===== config.mk =====
export PLATFORM = sky130hd
export DESIGN_NAME = fanctl_regfile
export DESIGN_NICKNAME = d
export VERILOG_FILES = /design/src/rtl/fanctl_pkg.sv /design/src/rtl/fanctl_ptr.sv /design/src/rtl/fanctl_regs.sv /design/src/rtl/fanctl_rdmux.sv /design/src/rtl/fanctl_regfile.sv
export SDC_FILE = /design/constraint.sdc
export NUM_CORES = 1
export LEC_CHECK = 0
export ABC_AREA = 1
export BUFFER_PORTS_ARGS = -buffer_cell sky130_fd_sc_hd__buf_2
export CAP_MARGIN = 20
export CORE_AREA = 2 2 237 239
export CTS_CLUSTER_SIZE = 30
export DETAILED_ROUTE_END_ITERATION = 12
export DIE_AREA = 0 0 239 241
export PLACE_DENSITY = 0.69
export SETUP_SLACK_MARGIN = 0.05
export SYNTH_ARGS = -nofsm -noshare
export SYNTH_HDL_FRONTEND = slang
export SYNTH_SLANG_ARGS = --single-unit

===== constraint.sdc =====
create_clock -name clk -period 9.6 [get_ports clk]
set_input_delay 1.44 -clock clk [delete_from_list [all_inputs] [get_ports clk]]
set_output_delay 1.44 -clock clk [all_outputs]
set_load 0.005 [all_outputs]

===== src/rtl/fanctl_pkg.sv =====
package fanctl_pkg;

  localparam logic [7:0] A_GCFG  = 8'h00;
  localparam logic [7:0] A_PFREQ = 8'h01;
  localparam logic [7:0] A_FCFG  = 8'h02;
  localparam logic [7:0] A_FDYN  = 8'h08;
  localparam logic [7:0] A_FST2  = 8'h10;
  localparam logic [7:0] A_FST1  = 8'h11;
  localparam logic [7:0] A_FMSK2 = 8'h12;
  localparam logic [7:0] A_FMSK1 = 8'h13;
  localparam logic [7:0] A_FOPT  = 8'h14;
  localparam logic [7:0] A_TACH  = 8'h18;
  localparam logic [7:0] A_DUTY  = 8'h30;
  localparam logic [7:0] A_PWMT  = 8'h40;
  localparam logic [7:0] A_TCNT  = 8'h50;
  localparam logic [7:0] A_WIN   = 8'h60;

  localparam logic [7:0]  RST_GCFG  = 8'h20;
  localparam logic [7:0]  RST_PFREQ = 8'h44;
  localparam logic [7:0]  RST_FDYN  = 8'h4C;
  localparam logic [7:0]  RST_FOPT  = 8'h45;
  localparam logic [15:0] RST_PWMT  = 16'h4000;
  localparam logic [15:0] RST_TCNT  = 16'h3D60;

  function automatic logic in_span(input logic [7:0] a, input logic [7:0] base, input int n);
    return (int'(a) >= int'(base)) && (int'(a) < int'(base) + n);
  endfunction

  function automatic logic is_wr(input logic [7:0] a, input int nf);
    return (a == A_GCFG) || (a == A_PFREQ) || in_span(a, A_FCFG, nf) ||
           in_span(a, A_FDYN, nf) || in_span(a, A_FST2, 5) ||
           in_span(a, A_PWMT, 2 * nf) || in_span(a, A_TCNT, 2 * nf) ||
           in_span(a, A_WIN, nf);
  endfunction

  function automatic logic is_rd(input logic [7:0] a, input int nf, input int nt);
    return is_wr(a, nf) || in_span(a, A_TACH, 2 * nt) || in_span(a, A_DUTY, 2 * nf);
  endfunction

  function automatic logic [7:0] row_step(input logic [7:0] a);
    return {a[7:3], a[2:0] + 3'd1};
  endfunction

endpackage


===== src/rtl/fanctl_ptr.sv =====
module fanctl_ptr
  import fanctl_pkg::*;
(
  input  logic       clk,
  input  logic       rst,
  input  logic       xfer_start,
  input  logic       wbyte_en,
  input  logic [7:0] wbyte,
  input  logic       rbyte_en,
  output logic       acc_wr,
  output logic       acc_rd,
  output logic [7:0] acc_addr
);

  logic [7:0] ptr_q;
  logic       fresh_q;
  logic       want_q;
  logic       want;
  logic       load;

  always_comb begin
    want     = want_q | xfer_start;
    load     = wbyte_en & want;
    acc_wr   = wbyte_en & ~want;
    acc_rd   = rbyte_en & ~wbyte_en;
    if (fresh_q)     acc_addr = ptr_q;
    else if (acc_wr) acc_addr = row_step(ptr_q);
    else             acc_addr = ptr_q + 8'd1;
  end

  always_ff @(posedge clk) begin
    if (rst) begin
      ptr_q   <= 8'h00;
      fresh_q <= 1'b1;
      want_q  <= 1'b0;
    end else if (load) begin
      ptr_q   <= wbyte;
      fresh_q <= 1'b1;
      want_q  <= 1'b0;
    end else begin
      if (xfer_start) want_q <= 1'b1;
      if (acc_wr || acc_rd) begin
        ptr_q   <= acc_addr;
        fresh_q <= 1'b0;
      end
    end
  end

  // pointer byte is never also a register access
  a_r2_one_action: assert property (@(posedge clk) disable iff (rst)
    $onehot0({load, acc_wr, acc_rd}));

  // a loaded pointer is used unchanged by the next access
  a_r3_load_fresh: assert property (@(posedge clk) disable iff (rst)
    load |=> (fresh_q && ptr_q == $past(wbyte)));

  // write stepping stays in the row
  a_r4_row_keep: assert property (@(posedge clk) disable iff (rst)
    (acc_wr && !fresh_q) |=> (ptr_q[7:3] == $past(ptr_q[7:3])));

  // read stepping is linear modulo 256
  a_r5_linear: assert property (@(posedge clk) disable iff (rst)
    (acc_rd && !fresh_q) |=> (ptr_q == $past(ptr_q) + 8'd1));

endmodule


===== src/rtl/fanctl_regs.sv =====
module fanctl_regs
  import fanctl_pkg::*;
#(
  parameter int NFAN = 6
) (
  input  logic                 clk,
  input  logic                 rst,
  input  logic                 xfer_start,
  input  logic                 acc_wr,
  input  logic [7:0]           acc_addr,
  input  logic [7:0]           wdata,
  output logic [7:0]           glob_cfg,
  output logic [7:0]           pwm_freq,
  output logic [NFAN*8-1:0]    fan_cfg,
  output logic [NFAN*8-1:0]    fan_dyn,
  output logic [15:0]          fault_status,
  output logic [15:0]          fault_mask,
  output logic [7:0]           fail_opt,
  output logic [NFAN*16-1:0]   pwm_tgt,
  output logic [NFAN*16-1:0]   cnt_tgt,
  output logic [NFAN*8-1:0]    win,
  output logic                 acc_err
);

  logic [7:0]  gcfg_q, pfreq_q, fst2_q, fst1_q, fmsk2_q, fmsk1_q, fopt_q;
  logic [7:0]  fcfg_q [NFAN];
  logic [7:0]  fdyn_q [NFAN];
  logic [7:0]  win_q  [NFAN];
  logic [15:0] pwmt_q [NFAN];
  logic [15:0] tcnt_q [NFAN];
  logic        err_q;
  logic        bad_wr;

  assign bad_wr = acc_wr && !is_wr(acc_addr, NFAN);

  always_ff @(posedge clk) begin
    if (rst) begin
      gcfg_q  <= RST_GCFG;
      pfreq_q <= RST_PFREQ;
      fst2_q  <= 8'h00;
      fst1_q  <= 8'h00;
      fmsk2_q <= 8'h00;
      fmsk1_q <= 8'h00;
      fopt_q  <= RST_FOPT;
      for (int f = 0; f < NFAN; f++) begin
        fcfg_q[f] <= 8'h00;
        fdyn_q[f] <= RST_FDYN;
        win_q[f]  <= 8'h00;
        pwmt_q[f] <= RST_PWMT;
        tcnt_q[f] <= RST_TCNT;
      end
    end else if (acc_wr) begin
      if (acc_addr == A_GCFG)  gcfg_q  <= wdata;
      if (acc_addr == A_PFREQ) pfreq_q <= wdata;
      if (acc_addr == A_FST2)  fst2_q  <= wdata;
      if (acc_addr == A_FST1)  fst1_q  <= wdata;
      if (acc_addr == A_FMSK2) fmsk2_q <= wdata;
      if (acc_addr == A_FMSK1) fmsk1_q <= wdata;
      if (acc_addr == A_FOPT)  fopt_q  <= wdata;
      for (int f = 0; f < NFAN; f++) begin
        if (acc_addr == A_FCFG + 8'(f))         fcfg_q[f] <= wdata;
        if (acc_addr == A_FDYN + 8'(f))         fdyn_q[f] <= wdata;
        if (acc_addr == A_WIN + 8'(f))          win_q[f]  <= wdata;
        if (acc_addr == A_PWMT + 8'(2 * f))     pwmt_q[f][15:8] <= wdata;
        if (acc_addr == A_PWMT + 8'(2 * f + 1)) pwmt_q[f][7:0]  <= wdata;
        if (acc_addr == A_TCNT + 8'(2 * f))     tcnt_q[f][15:8] <= wdata;
        if (acc_addr == A_TCNT + 8'(2 * f + 1)) tcnt_q[f][7:0]  <= wdata;
      end
    end
  end

  always_ff @(posedge clk) begin
    if (rst)             err_q <= 1'b0;
    else if (xfer_start) err_q <= 1'b0;
    else if (bad_wr)     err_q <= 1'b1;
  end

  assign glob_cfg     = gcfg_q;
  assign pwm_freq     = pfreq_q;
  assign fault_status = {fst2_q, fst1_q};
  assign fault_mask   = {fmsk2_q, fmsk1_q};
  assign fail_opt     = fopt_q;
  assign acc_err      = err_q;

  genvar g;
  generate
    for (g = 0; g < NFAN; g++) begin : g_flat
      assign fan_cfg[g*8 +: 8]   = fcfg_q[g];
      assign fan_dyn[g*8 +: 8]   = fdyn_q[g];
      assign win[g*8 +: 8]       = win_q[g];
      assign pwm_tgt[g*16 +: 16] = pwmt_q[g];
      assign cnt_tgt[g*16 +: 16] = tcnt_q[g];
    end
  endgenerate

  logic [NFAN*56+56-1:0] state_vec;
  assign state_vec = {glob_cfg, pwm_freq, fan_cfg, fan_dyn, fault_status,
                      fault_mask, fail_opt, pwm_tgt, cnt_tgt, win};

  // reset values visible once reset ends
  a_r1_reset_vals: assert property (@(posedge clk) disable iff (rst)
    $past(rst) |-> (glob_cfg == RST_GCFG && pwm_freq == RST_PFREQ &&
                    fail_opt == RST_FOPT && fault_mask == 16'h0000));

  // dropped write leaves all storage untouched
  a_r11_drop: assert property (@(posedge clk) disable iff (rst)
    bad_wr |=> $stable(state_vec));

  // flag raised by a dropped write
  a_r11_flag: assert property (@(posedge clk) disable iff (rst)
    bad_wr |=> acc_err);

  // flag cleared by a new transaction
  a_r11_clear: assert property (@(posedge clk) disable iff (rst)
    xfer_start |=> !acc_err);

  // no storage change without a write strobe
  a_r13_hold: assert property (@(posedge clk) disable iff (rst)
    !acc_wr |=> $stable(state_vec));

endmodule


===== src/rtl/fanctl_rdmux.sv =====
module fanctl_rdmux
  import fanctl_pkg::*;
#(
  parameter int NFAN   = 6,
  parameter int NTACH  = 12,
  parameter int TACH_W = 11,
  parameter int DUTY_W = 9
) (
  input  logic                    clk,
  input  logic                    rst,
  input  logic                    acc_rd,
  input  logic [7:0]              acc_addr,
  input  logic [NTACH*TACH_W-1:0] tach_i,
  input  logic [NFAN*DUTY_W-1:0]  duty_i,
  input  logic [7:0]              glob_cfg,
  input  logic [7:0]              pwm_freq,
  input  logic [NFAN*8-1:0]       fan_cfg,
  input  logic [NFAN*8-1:0]       fan_dyn,
  input  logic [15:0]             fault_status,
  input  logic [15:0]             fault_mask,
  input  logic [7:0]              fail_opt,
  input  logic [NFAN*16-1:0]      pwm_tgt,
  input  logic [NFAN*16-1:0]      cnt_tgt,
  input  logic [NFAN*8-1:0]       win,
  output logic [7:0]              rbyte,
  output logic                    rbyte_vld
);

  localparam int TACH_SH = 16 - TACH_W;
  localparam int DUTY_SH = 16 - DUTY_W;

  logic [15:0] tach_al [NTACH];
  logic [15:0] duty_al [NFAN];
  logic [7:0]  rd_next;

  genvar g;
  generate
    for (g = 0; g < NTACH; g++) begin : g_tach
      assign tach_al[g] = {tach_i[g*TACH_W +: TACH_W], {TACH_SH{1'b0}}};
    end
    for (g = 0; g < NFAN; g++) begin : g_duty
      assign duty_al[g] = {duty_i[g*DUTY_W +: DUTY_W], {DUTY_SH{1'b0}}};
    end
  endgenerate

  always_comb begin
    rd_next = 8'hFF;
    if (acc_addr == A_GCFG)  rd_next = glob_cfg;
    if (acc_addr == A_PFREQ) rd_next = pwm_freq;
    if (acc_addr == A_FST2)  rd_next = fault_status[15:8];
    if (acc_addr == A_FST1)  rd_next = fault_status[7:0];
    if (acc_addr == A_FMSK2) rd_next = fault_mask[15:8];
    if (acc_addr == A_FMSK1) rd_next = fault_mask[7:0];
    if (acc_addr == A_FOPT)  rd_next = fail_opt;
    for (int f = 0; f < NFAN; f++) begin
      if (acc_addr == A_FCFG + 8'(f))         rd_next = fan_cfg[f*8 +: 8];
      if (acc_addr == A_FDYN + 8'(f))         rd_next = fan_dyn[f*8 +: 8];
      if (acc_addr == A_WIN + 8'(f))          rd_next = win[f*8 +: 8];
      if (acc_addr == A_PWMT + 8'(2 * f))     rd_next = pwm_tgt[f*16+8 +: 8];
      if (acc_addr == A_PWMT + 8'(2 * f + 1)) rd_next = pwm_tgt[f*16 +: 8];
      if (acc_addr == A_TCNT + 8'(2 * f))     rd_next = cnt_tgt[f*16+8 +: 8];
      if (acc_addr == A_TCNT + 8'(2 * f + 1)) rd_next = cnt_tgt[f*16 +: 8];
      if (acc_addr == A_DUTY + 8'(2 * f))     rd_next = duty_al[f][15:8];
      if (acc_addr == A_DUTY + 8'(2 * f + 1)) rd_next = duty_al[f][7:0];
    end
    for (int t = 0; t < NTACH; t++) begin
      if (acc_addr == A_TACH + 8'(2 * t))     rd_next = tach_al[t][15:8];
      if (acc_addr == A_TACH + 8'(2 * t + 1)) rd_next = tach_al[t][7:0];
    end
  end

  always_ff @(posedge clk) begin
    if (rst) begin
      rbyte     <= 8'h00;
      rbyte_vld <= 1'b0;
    end else begin
      rbyte_vld <= acc_rd;
      if (acc_rd) rbyte <= rd_next;
    end
  end

  // one valid per request, one cycle later
  a_r12_vld_follow: assert property (@(posedge clk) disable iff (rst)
    acc_rd |=> rbyte_vld);
  a_r12_vld_quiet: assert property (@(posedge clk) disable iff (rst)
    !acc_rd |=> !rbyte_vld);

  // unmapped read returns all ones
  a_r10_unmapped: assert property (@(posedge clk) disable iff (rst)
    (acc_rd && !is_rd(acc_addr, NFAN, NTACH)) |=> (rbyte == 8'hFF));

endmodule


===== src/rtl/fanctl_regfile.sv =====
module fanctl_regfile
  import fanctl_pkg::*;
#(
  parameter int NFAN   = 6,
  parameter int NTACH  = 12,
  parameter int TACH_W = 11,
  parameter int DUTY_W = 9
) (
  input  logic                    clk,
  input  logic                    rst,
  input  logic                    xfer_start,
  input  logic                    wbyte_en,
  input  logic [7:0]              wbyte,
  input  logic                    rbyte_en,
  output logic [7:0]              rbyte,
  output logic                    rbyte_vld,
  output logic                    acc_err,
  input  logic [NTACH*TACH_W-1:0] tach_i,
  input  logic [NFAN*DUTY_W-1:0]  duty_i,
  output logic [7:0]              glob_cfg,
  output logic [7:0]              pwm_freq,
  output logic [NFAN*8-1:0]       fan_cfg,
  output logic [NFAN*8-1:0]       fan_dyn,
  output logic [15:0]             fault_status,
  output logic [15:0]             fault_mask,
  output logic [7:0]              fail_opt,
  output logic [NFAN*16-1:0]      pwm_tgt,
  output logic [NFAN*16-1:0]      cnt_tgt,
  output logic [NFAN*8-1:0]       win
);

  logic       acc_wr;
  logic       acc_rd;
  logic [7:0] acc_addr;

  fanctl_ptr u_ptr (
    .clk        (clk),
    .rst        (rst),
    .xfer_start (xfer_start),
    .wbyte_en   (wbyte_en),
    .wbyte      (wbyte),
    .rbyte_en   (rbyte_en),
    .acc_wr     (acc_wr),
    .acc_rd     (acc_rd),
    .acc_addr   (acc_addr)
  );

  fanctl_regs #(.NFAN(NFAN)) u_regs (
    .clk          (clk),
    .rst          (rst),
    .xfer_start   (xfer_start),
    .acc_wr       (acc_wr),
    .acc_addr     (acc_addr),
    .wdata        (wbyte),
    .glob_cfg     (glob_cfg),
    .pwm_freq     (pwm_freq),
    .fan_cfg      (fan_cfg),
    .fan_dyn      (fan_dyn),
    .fault_status (fault_status),
    .fault_mask   (fault_mask),
    .fail_opt     (fail_opt),
    .pwm_tgt      (pwm_tgt),
    .cnt_tgt      (cnt_tgt),
    .win          (win),
    .acc_err      (acc_err)
  );

  fanctl_rdmux #(.NFAN(NFAN), .NTACH(NTACH), .TACH_W(TACH_W), .DUTY_W(DUTY_W)) u_rd (
    .clk          (clk),
    .rst          (rst),
    .acc_rd       (acc_rd),
    .acc_addr     (acc_addr),
    .tach_i       (tach_i),
    .duty_i       (duty_i),
    .glob_cfg     (glob_cfg),
    .pwm_freq     (pwm_freq),
    .fan_cfg      (fan_cfg),
    .fan_dyn      (fan_dyn),
    .fault_status (fault_status),
    .fault_mask   (fault_mask),
    .fail_opt     (fail_opt),
    .pwm_tgt      (pwm_tgt),
    .cnt_tgt      (cnt_tgt),
    .win          (win),
    .rbyte        (rbyte),
    .rbyte_vld    (rbyte_vld)
  );

endmodule


==> impl.org <==
** Status
- Result of the run :: finished, final reports clean

** Min path
- In this run the worst hold path is classified as reg2reg.

** Floorplanning
- Total I/O pin count :: 601
- Site Rows :: 86
- Horizontal die dimension :: 239 um
- Area of the placeable core :: 0.0549 mm^2
- Chip Height :: 241 um
- Initial Utilization :: 38.2%
- The die covers 0.0576 mm^2.

** STA
- Setup violations remaining at the end of the flow were counted as 0.
- Final number of hold-violating endpoints :: 0
- For this run, the top clock speed supported by timing is 138 MHz.
- Setup TNS :: 0 ns
- The number of pins exceeding their max-slew limit in the final report is 0.
- Final critical-path share of the clock period :: 75.7%
- Unrepaired setup endpoints after global routing :: no
- Tightest Pin Transition :: 1.10 ns
- Between clock sinks in the finished design, the worst skew comes to 0.0249 ns.
- Post-layout minimum cycle time :: 7.27 ns
- Headroom to the max-slew limit came out at 25.6%.

** Setup path
- Capturing point of the worst reg2reg path :: u_rd.rbyte[4]
- WS Path Type :: in2reg
- Worst Setup SP :: xfer_start
- The worst register-to-register path begins at u_ptr.ptr_q[0].
- Sort of element at the start of the critical path :: input port
- CP dominant cell by count :: nand2_1
- The most critical setup path has its endpoint at u_rd.rbyte[4].
- Setup slack on the worst reg-to-reg path comes out at 2.64 ns.
- The number of cells on the worst reg-to-reg path is 58.
- Required time of the critical path :: 10.09 ns
- STA puts the critical path data arrival time at 7.76 ns.
- Top fanout value on the critical path :: 13
- Delay of the slowest cell on the worst path :: 0.35 ns
- Standard cell with the maximum stage delay on the critical path :: inv_2
- Crit end category :: flip-flop

** GRT
- Aggregate global-route resource usage :: 28.6%
- The via count of the first global-routing pass was 19000.
- Remaining global-route overflow :: 0
- The first global-routing pass estimated 121000 um of wire.
- Antenna violations before repair :: 1
- Maximum number of pins on one net before global-route repair :: 72

** Routing
- For this block, the routed nets add up to 87000 um of wire.
- In the final routed layout, each cell accounts on average for 22.2 um.
- The routed layout has 20900 vias.
- After detailed routing, the number of remaining DRC violations is 0.
- First-iteration detailed-routing DRC count :: 2623
- The count of nets left with antenna violations once routing finished came out at 0.
- After detailed routing, the number of vias per cell comes to 5.35.
- Router iterations before antenna repair :: 5

** Logic synthesis
- After technology mapping, the gate count stands at 2569.
- Number of warnings reported in the yosys synthesis log :: 0
- In the synthesized netlist the dominant register cell turns out to be edfxtp_1.
- Area contributors post-synth :: edfxtp_1 48%, nand2_1 11%, nor2_1 11%
- Synthesis inferred 412 register bits.
- Portion of the post-synthesis area used by sequential elements :: 55.4%
- Async set or reset register ratio after synthesis :: 0%
- Netlist cell types :: 43
- Avg Synthesized Cell Area :: 8.16 um^2
- Mapped Area :: 0.0210 mm^2
- The largest total area in the synthesized netlist belongs to edfxtp_1.
- Count of flip-flops with a built-in enable after synthesis :: 336
- The share of synthesized area in the top cell type comes to 48.1%.
- Post-synthesis net count :: 2769

** Clock network
- Counting the buffers created by CTS gives 42.
- The later pin in the worst-skew pair is clocked with a latency of 0.58 ns.
- In this run the clock root is driven by a clkbuf_16.
- Clk sinks :: 412
- No sink is reached through more buffers than the 3 on the longest clock path.
- Number of resized instances in the post-cts repair step :: 0
- CTS tree :: yes
- Post-cts hold buffer count :: 0
- After clock tree synthesis, the clock-pin slew on the worst setup and hold paths is 0.06 ns.
- Count of H-tree levels built during CTS :: 2
- The number of setup buffers added after CTS is 0.

** Cells and area
- Area added between synthesis and finish :: 25.0%
- For this run, the post-layout net count is 3373.
- At the end of the flow the core is filled with cells to 47.8%.
- Layout cell share with drive strength beyond 1 :: 28.7%

** Placed design
- Final HPWL DP :: 63700 um
- The congestion estimate from routability-driven global placement came to 0.949.
- Input and output buffers added on the ports amount to 600.

** Power and ir drop
- Power spread over the standard cell area amounts to 172 mW/mm^2.
- Maximum resistive drop on vdd :: 147 uV
- The analysis attributes to cell leakage a power of 11.3 nW.

** Run
- Across the run, the number of max-cap violations was 0.
-- cells by family after synthesis --
group                    synth area share [%]
XOR/XNOR                               0.0836
flip-flops                               55.4
adder cells (fa/ha/maj)                0.0597
buffers and inverters                    6.04
AND/OR/NAND/NOR                          31.8
AO/OA/AOI/OAI                            6.61
-- cell usage after synthesis (all sizes together) (4+ instances only) --
cell type,instances
nand2,613
edfxtp,336
or2,163
nand3,54
o21ai,141
inv,243
nor2,600
nor3,42
o2111ai,4
clkbuf,85
dfxtp,76
nand4,81
a21oi,89
o22ai,8
a31oi,7
nor4,4
-- through the flow --
step	worst slack [ns]	area, um^2	hold slack, ns	power (W)	cells
floorplan	3.91	21000	0.462	0.00248	2569
global placement	1.90	24700	0.453	0.00283	3805
detailed placement	1.85	24700	0.456	0.00284	3809
CTS	2.43	26100	0.464	0.00450	3886
global route	1.74	26200	0.487	0.00466	3911
finish	2.33	26200	0.466	0.00451	3911
-- cell usage in the layout, fill, tap and decap left out, types with 7 or more instances in the layout --
| cell | count |
|---|---|
| a21oi_1 | 89 |
| a31oi_1 | 7 |
| buf_2 | 619 |
| buf_4 | 22 |
| clkbuf_1 | 9 |
| clkbuf_16 | 43 |
| clkinv_2 | 11 |
| dfxtp_1 | 76 |
| edfxtp_1 | 336 |
| inv_1 | 219 |
| inv_2 | 22 |
| nand2_1 | 607 |
| nand3_1 | 53 |
| nand4_1 | 81 |
| nor2_1 | 593 |
| nor3_1 | 38 |
| o21ai_0 | 135 |
| o22ai_1 | 8 |
| or2_2 | 162 |
-- worst max-delay path, delay by kind of cell --
kind	cells	cell delay [ns]
simple gates	57	5.50
buf+inv	4	0.68
compound gates	1	0.11
-- power breakdown --
group | internal [W] | leakage, nW | switching (W)
Sequential | 0.00198 | 3.86 | 0.0000471
Clock | 0.000964 | 0.672 | 0.000726
Combinational | 0.000247 | 6.76 | 0.000540
Total | 0.00319 | 11.3 | 0.00131
-- registers in the layout, summed over array words and instances, names as in the netlist --
register         cells
u_rd.rbyte           8
u_regs.win_q        48
u_regs.glob_cfg      8
u_regs.acc_err       1
u_rd.rbyte_vld       1
u_ptr.fresh_q        1
u_regs.pwmt_q       96
u_regs.fcfg_q       48
u_regs.tcnt_q       96
u_regs.fdyn_q       48
u_regs.fmsk2_q       8
u_ptr.want_q         1
u_regs.fail_opt      8
u_ptr.ptr_q          8
u_regs.fst2_q        8
u_regs.fmsk1_q       8
u_regs.pwm_freq      8
u_regs.fst1_q        8
-- layout make-up --
class,count,area [um^2]
inverters,246,927
well taps,704,881
clock inverters,25,277
flip-flops and latches,412,11600
clock buffers,52,1110
fillers,5424,28700
repair buffers,648,3310
diodes,1,2.50
multi-input cells,1823,8090
-- layer usage --
layer	vias up	track usage (%)	wire length (um)
li1	9576	-	-
met1	9822	38.1	34000
met2	1331	47.4	41100
met3	186	4.23	8720
met4	0	10.5	3150
met5	-	0	0
-- how the worst min path moves through the flow --
| stage | from | end | slack (ns) | cells past startpoint |
|---|---|---|---|---|
| detailed placement | u_rd.rbyte[3] | u_rd.rbyte[3] | 0.46 | 2 |
| global placement | u_rd.rbyte[3] | u_rd.rbyte[3] | 0.45 | 2 |
| CTS | u_rd.rbyte[3] | u_rd.rbyte[3] | 0.46 | 2 |
| global route | u_rd.rbyte[2] | u_rd.rbyte[2] | 0.49 | 2 |
| floorplan | u_rd.rbyte[0] | u_rd.rbyte[0] | 0.46 | 2 |
| finish | u_rd.rbyte[3] | u_rd.rbyte[3] | 0.47 | 2 |
No activity file was read; power rests on OpenSTA's default activity.
